### src/rtl/hub_sched_pkg.sv
package hub_sched_pkg;
  localparam int NUM_CORES = 16;
  localparam int CORE_W    = $clog2(NUM_CORES);
  localparam int SLOT_W    = 6;
  localparam int FRAME_LEN = 1 << SLOT_W;

  // Tier boundaries (first core index of each tier)
  localparam int TIER1_BASE = 1;   // 1-in-8
  localparam int TIER2_BASE = 3;   // 1-in-16
  localparam int TIER3_BASE = 8;   // 1-in-32
  localparam int TIER4_BASE = 12;  // 1-in-64
  localparam int TIER2_CNT  = 5;

  // Owner of a slot. Even slots: the 1-in-4 core and the 1-in-8 pair.
  // Odd slots, indexed by k = s>>1: k mod 8 < 5 -> 1-in-16 tier,
  // k mod 16 in {5,6,7,13} -> 1-in-32 tier, k mod 16 in {14,15} -> 1-in-64.
  function automatic logic [CORE_W-1:0] owner_of_slot(input logic [SLOT_W-1:0] s);
    logic [SLOT_W-2:0] k;
    logic [CORE_W-1:0] r;
    k = s[SLOT_W-1:1];
    if (s[1:0] == 2'b00) begin
      r = '0;
    end else if (!s[0]) begin
      r = s[2] ? CORE_W'(TIER1_BASE + 1) : CORE_W'(TIER1_BASE);
    end else if (int'(k[2:0]) < TIER2_CNT) begin
      r = CORE_W'(TIER2_BASE + int'(k[2:0]));
    end else if (k[3:0] == 4'd13) begin
      r = CORE_W'(TIER3_BASE + 3);
    end else if (k[3:1] != 3'b111) begin
      r = CORE_W'(TIER3_BASE + int'(k[2:0]) - TIER2_CNT);
    end else begin
      r = CORE_W'(TIER4_BASE + int'({k[4], k[0]}));
    end
    return r;
  endfunction
endpackage

### src/rtl/hub_slot_counter.sv
module hub_slot_counter
  import hub_sched_pkg::*;
(
  input  logic              clk,
  input  logic              rst,
  input  logic              en,
  output logic [SLOT_W-1:0] slot,
  output logic              frame_wrap
);
  logic [SLOT_W-1:0] slot_q;

  always_ff @(posedge clk) begin
    if (rst)     slot_q <= '0;
    else if (en) slot_q <= slot_q + 1'b1;
  end

  assign slot       = slot_q;
  assign frame_wrap = en && (slot_q == SLOT_W'(FRAME_LEN - 1));

  p_freeze_r3: assert property (@(posedge clk) disable iff (rst)
    !en |=> $stable(slot));
  p_step_r2: assert property (@(posedge clk) disable iff (rst)
    en |=> slot == SLOT_W'($past(slot) + 1'b1));
  p_wrap_r2: assert property (@(posedge clk) disable iff (rst)
    frame_wrap |=> slot == '0);
endmodule

### src/rtl/hub_slot_decode.sv
module hub_slot_decode
  import hub_sched_pkg::*;
(
  input  logic [SLOT_W-1:0] slot,
  output logic [CORE_W-1:0] owner
);
  always_comb owner = owner_of_slot(slot);
endmodule

### src/rtl/hub_grant_drive.sv
module hub_grant_drive
  import hub_sched_pkg::*;
(
  input  logic                 clk,
  input  logic                 rst,
  input  logic                 en,
  input  logic [CORE_W-1:0]    owner,
  output logic [NUM_CORES-1:0] grant
);
  for (genvar c = 0; c < NUM_CORES; c++) begin : g_core
    assign grant[c] = en && (owner == CORE_W'(c));
  end

  p_single_r2: assert property (@(posedge clk) disable iff (rst)
    en |-> $countones(grant) == 1);
  p_idle_r3: assert property (@(posedge clk) disable iff (rst)
    !en |-> grant == '0);
endmodule

### src/rtl/hub_slot_arbiter.sv
module hub_slot_arbiter
  import hub_sched_pkg::*;
(
  input  logic                 clk,
  input  logic                 rst,
  input  logic                 en,
  output logic [CORE_W-1:0]    owner,
  output logic [NUM_CORES-1:0] grant
);
  logic [SLOT_W-1:0] slot;
  logic              frame_wrap;

  hub_slot_counter u_cnt (
    .clk(clk), .rst(rst), .en(en), .slot(slot), .frame_wrap(frame_wrap)
  );

  hub_slot_decode u_dec (.slot(slot), .owner(owner));

  hub_grant_drive u_gnt (
    .clk(clk), .rst(rst), .en(en), .owner(owner), .grant(grant)
  );

  p_match_r2: assert property (@(posedge clk) disable iff (rst)
    en |-> grant[owner]);
  p_core0_gap_r4: assert property (@(posedge clk) disable iff (rst)
    grant[0] |=> !grant[0]);
  p_wrap_owner_r4: assert property (@(posedge clk) disable iff (rst)
    frame_wrap |=> owner == '0);
  p_last_slot_r8: assert property (@(posedge clk) disable iff (rst)
    frame_wrap |-> owner == CORE_W'(NUM_CORES - 1));
endmodule

### config.mk
export PLATFORM = sky130hd
export DESIGN_NAME = hub_slot_arbiter
export DESIGN_NICKNAME = d
export VERILOG_FILES = /design/src/rtl/hub_sched_pkg.sv /design/src/rtl/hub_slot_counter.sv /design/src/rtl/hub_slot_decode.sv /design/src/rtl/hub_grant_drive.sv /design/src/rtl/hub_slot_arbiter.sv
export SDC_FILE = /design/constraint.sdc
export NUM_CORES = 1
export LEC_CHECK = 0
export BUFFER_PORTS_ARGS = -buffer_cell sky130_fd_sc_hd__clkbuf_2
export CORE_MARGIN = 2
export CORE_UTILIZATION = 52
export DETAILED_ROUTE_END_ITERATION = 7
export PLACE_DENSITY_LB_ADDON = 0.08
export SYNTH_ARGS = -nofsm -noshare
export SYNTH_HDL_FRONTEND = slang
export SYNTH_SLANG_ARGS = --single-unit
### constraint.sdc
create_clock -name clk -period 4.8 [get_ports clk]
set_input_delay 0.48 -clock clk [delete_from_list [all_inputs] [get_ports clk]]
set_output_delay 0.48 -clock clk [all_outputs]
set_load 0.005 [all_outputs]
==> run_results.csv <==
group,metric,value,unit
outcome,status,"completed",
placed_design,place_hpwl,1190,um
setup_path,crit_required,4.32,ns
floorplanning,initial_core_util,0.548,
logic_synthesis,yosysTopAreaCellShare,0.173,
setup_path,slowest_stage,"dfxtp_1",
logic_synthesis,netlist_area,696,sq um
sta,worst_slew_pin_slew,0.588,ns
logic_synthesis,synth_ff_type,"dfxtp_1",
setup_path,cp.buffers_inverters,2,
sta,max_freq,343,MHz
global_route,grt_pass1_wl,2240,um
job,cap_violations,0,
setup_path,max_stage_delay,0.54,ns
clock_tree,cts_tree,"done",
floorplanning,die_x,40.6,um
clock_tree,post_cts_resized,0,
logic_synthesis,yosysTopAreaCell,"dfxtp_1",
floorplanning,die_h,40.6,um
logic_synthesis,synth_top_family_by_area,"simple AND/OR/NAND/NOR gates",
route,wl_per_cell,11.8,um
setup_path,worstSetupPathType,"flip-flop to output port",
floorplanning,die_area,0.00165,sq mm
sta,rsz0062_at_grt,"no",
logic_synthesis,ys_top_cells_by_count,"nor2_1, dfxtp_1, ha_1, nor4_1",
placed_design,portBuffers,22,
layout,nets,121,
setup_path,crit_chain,"inv_1, ha_1, nand2b_4, a211o_1, or3_4, nor4_2, clkbuf_2",
logic_synthesis,syn-mean-instance-area,7.56,sq um
logic_synthesis,synth_cells,92,
layout,layout-drive-gt1-share,0.315,
logic_synthesis,ys_ff_latch,6,
global_route,antenna_found_initial,0,
clock_tree,cts_max_level,1,
route,num_vias,713,
global_route,grtUsageTotal,0.207,
global_route,grt_pass1_vias,533,
global_route,grt-ovfl-total,0,
sta,fin_setup_tns,0,ns
clock_tree,clock_sinks,6,
global_route,grt_start_max_net_pins,14,
sta,setup_viol,0,
power,ir_worst_vdd,0.158,mV
sta,fin_crit_sh,0.608,
clock_tree,clock-root-buffer,"clkbuf_4",
setup_path,cp_top_family,"simple AND/OR/NAND/NOR gates",
worst_hold_path,worstHoldPathCells,2,
logic_synthesis,ys_top_cells_by_area,"dfxtp_1, nor2_1, ha_1, nor4_1, buf_6",
power,powerDensity,185,mW/mm^2
setup_path,worstPathMaxFanout,9,
layout,diodes,0,
clock_tree,cts_hold_buf,0,
logic_synthesis,synth_compound_area_frac,0.180,
route,drc,0,
logic_synthesis,yosys_warnings,0,
power,power,149,uW
placed_design,routabilityCongestion,0.853,
route,ant_nets,0,
power,leakage,0.373,nW
setup_path,end_kind,"output port",
setup_path,critical_path_arrival,2.44,ns
logic_synthesis,synth_most_common_cell,"nor2_1",
logic_synthesis,synth_xor_area_frac,0.0504,
logic_synthesis,synthAdderAreaFrac,0.0899,
floorplanning,io_pins,23,
layout,area_delta_synth_final,15.5,%
sta,hold_viol,0,
clock_tree,cts_buffers,3,
logic_synthesis,synth_nets,100,
sta,min_period,2.92,ns
route,viasPerCell,5.66,
route,wl,1490,um
route,drtIter0Drc,17,
sta,slew_headroom,0.606,
clock_tree,postCtsSetupRepairBufs,0,
logic_synthesis,seq_area_frac_synth,0.173,
sta,drv_slew,0,
layout,largest_reg_flops,6,
route,drt_first_pass_iters,4,
setup_path,startpoint_type,"flip-flop",
logic_synthesis,ys_types,42,
floorplanning,std_cell_rows,13,
floorplanning,core_area,0.00127,sq mm
logic_synthesis,yosys.area_share.simple,0.408,
worst_hold_path,hold_class,"primary input to flip-flop",
setup_path,crit_cells,7,
clock_tree,clock_latency,0.24,ns
setup_path,worstRegToRegCells,4,
sta,skew,0.00183,ns
clock_tree,clockBufferDepth,2,
layout,finish.utilization,0.633,
clock_tree,clk_pin_slew_worst_paths,0.04,ns
logic_synthesis,synth-edff-count,0,
logic_synthesis,synthMuxAreaShare,0.0144,
logic_synthesis,async_flop_share,0,
cells in the final DEF, fill, tap and decap left out, types with 2 or more instances in the layout:
master,instances
nor4_1,5
o21ai_0,2
a21oi_1,3
nand3_1,3
clkbuf_4,3
nor2_1,17
nand2_1,4
clkbuf_2,22
nor2b_1,2
xnor2_1,2
dfxtp_1,6
a211o_1,2
xor2_1,2
ha_1,5
inv_1,4
a31oi_1,2
nor3_1,4
cell families (layout without fill, tap and decap cells):
family,after synthesis,after routing
and+or+nand+nor,49,49
AOI/OAI and AO/OA,17,17
DFF,6,6
muxes,1,1
buffers and inverters,10,29
xor gates and xnor gates,4,4
adders and majority gates,5,5
power by group:
group | switching (mW) | leakage [nW] | internal, mW
Clock | 0.0168 | 0.0138 | 0.0282
Combinational | 0.0262 | 0.310 | 0.0202
Sequential | 0.00550 | 0.0487 | 0.0519
through the flow:
step | cell area [sq um] | setup WS (ns) | hold WS, ns | cells
after global placement | 781 | 2.13 | 0.476 | 123
after global routing | 803 | 1.76 | 0.489 | 126
final | 803 | 1.88 | 0.480 | 126
after CTS | 803 | 1.87 | 0.479 | 126
after floorplan | 696 | 2.50 | 0.448 | 92
after detailed placement | 781 | 2.15 | 0.478 | 123
final cells by class:
type                    instances  area [sq um]
clock buffers                   3          22.5
fillers                       136           465
inverters                       4          15.0
multi-input cells              76           517
flip-flops and latches          6           120
well taps                      15          18.8
repair buffers                 22           110
per-layer routing:
| layer | track usage | share of wire |
|---|---|---|
| met5 | 0 | 0 |
| met4 | 0.125 | 0.0081 |
| met3 | 0.0333 | 0.057 |
| met1 | 0.230 | 0.43 |
| met2 | 0.361 | 0.50 |
path summary, 6_finish.rpt:
kind	from	endpoint	slack, ns
max reg2reg	u_cnt.slot[1]	u_cnt.slot[5]	3.37
max	u_cnt.slot[0]	grant[7]	1.88
min	rst	u_cnt.slot[0]	0.48
min reg2reg	u_cnt.slot[5]	u_cnt.slot[5]	0.48
Note: power is estimated with default switching activity, not from simulation.
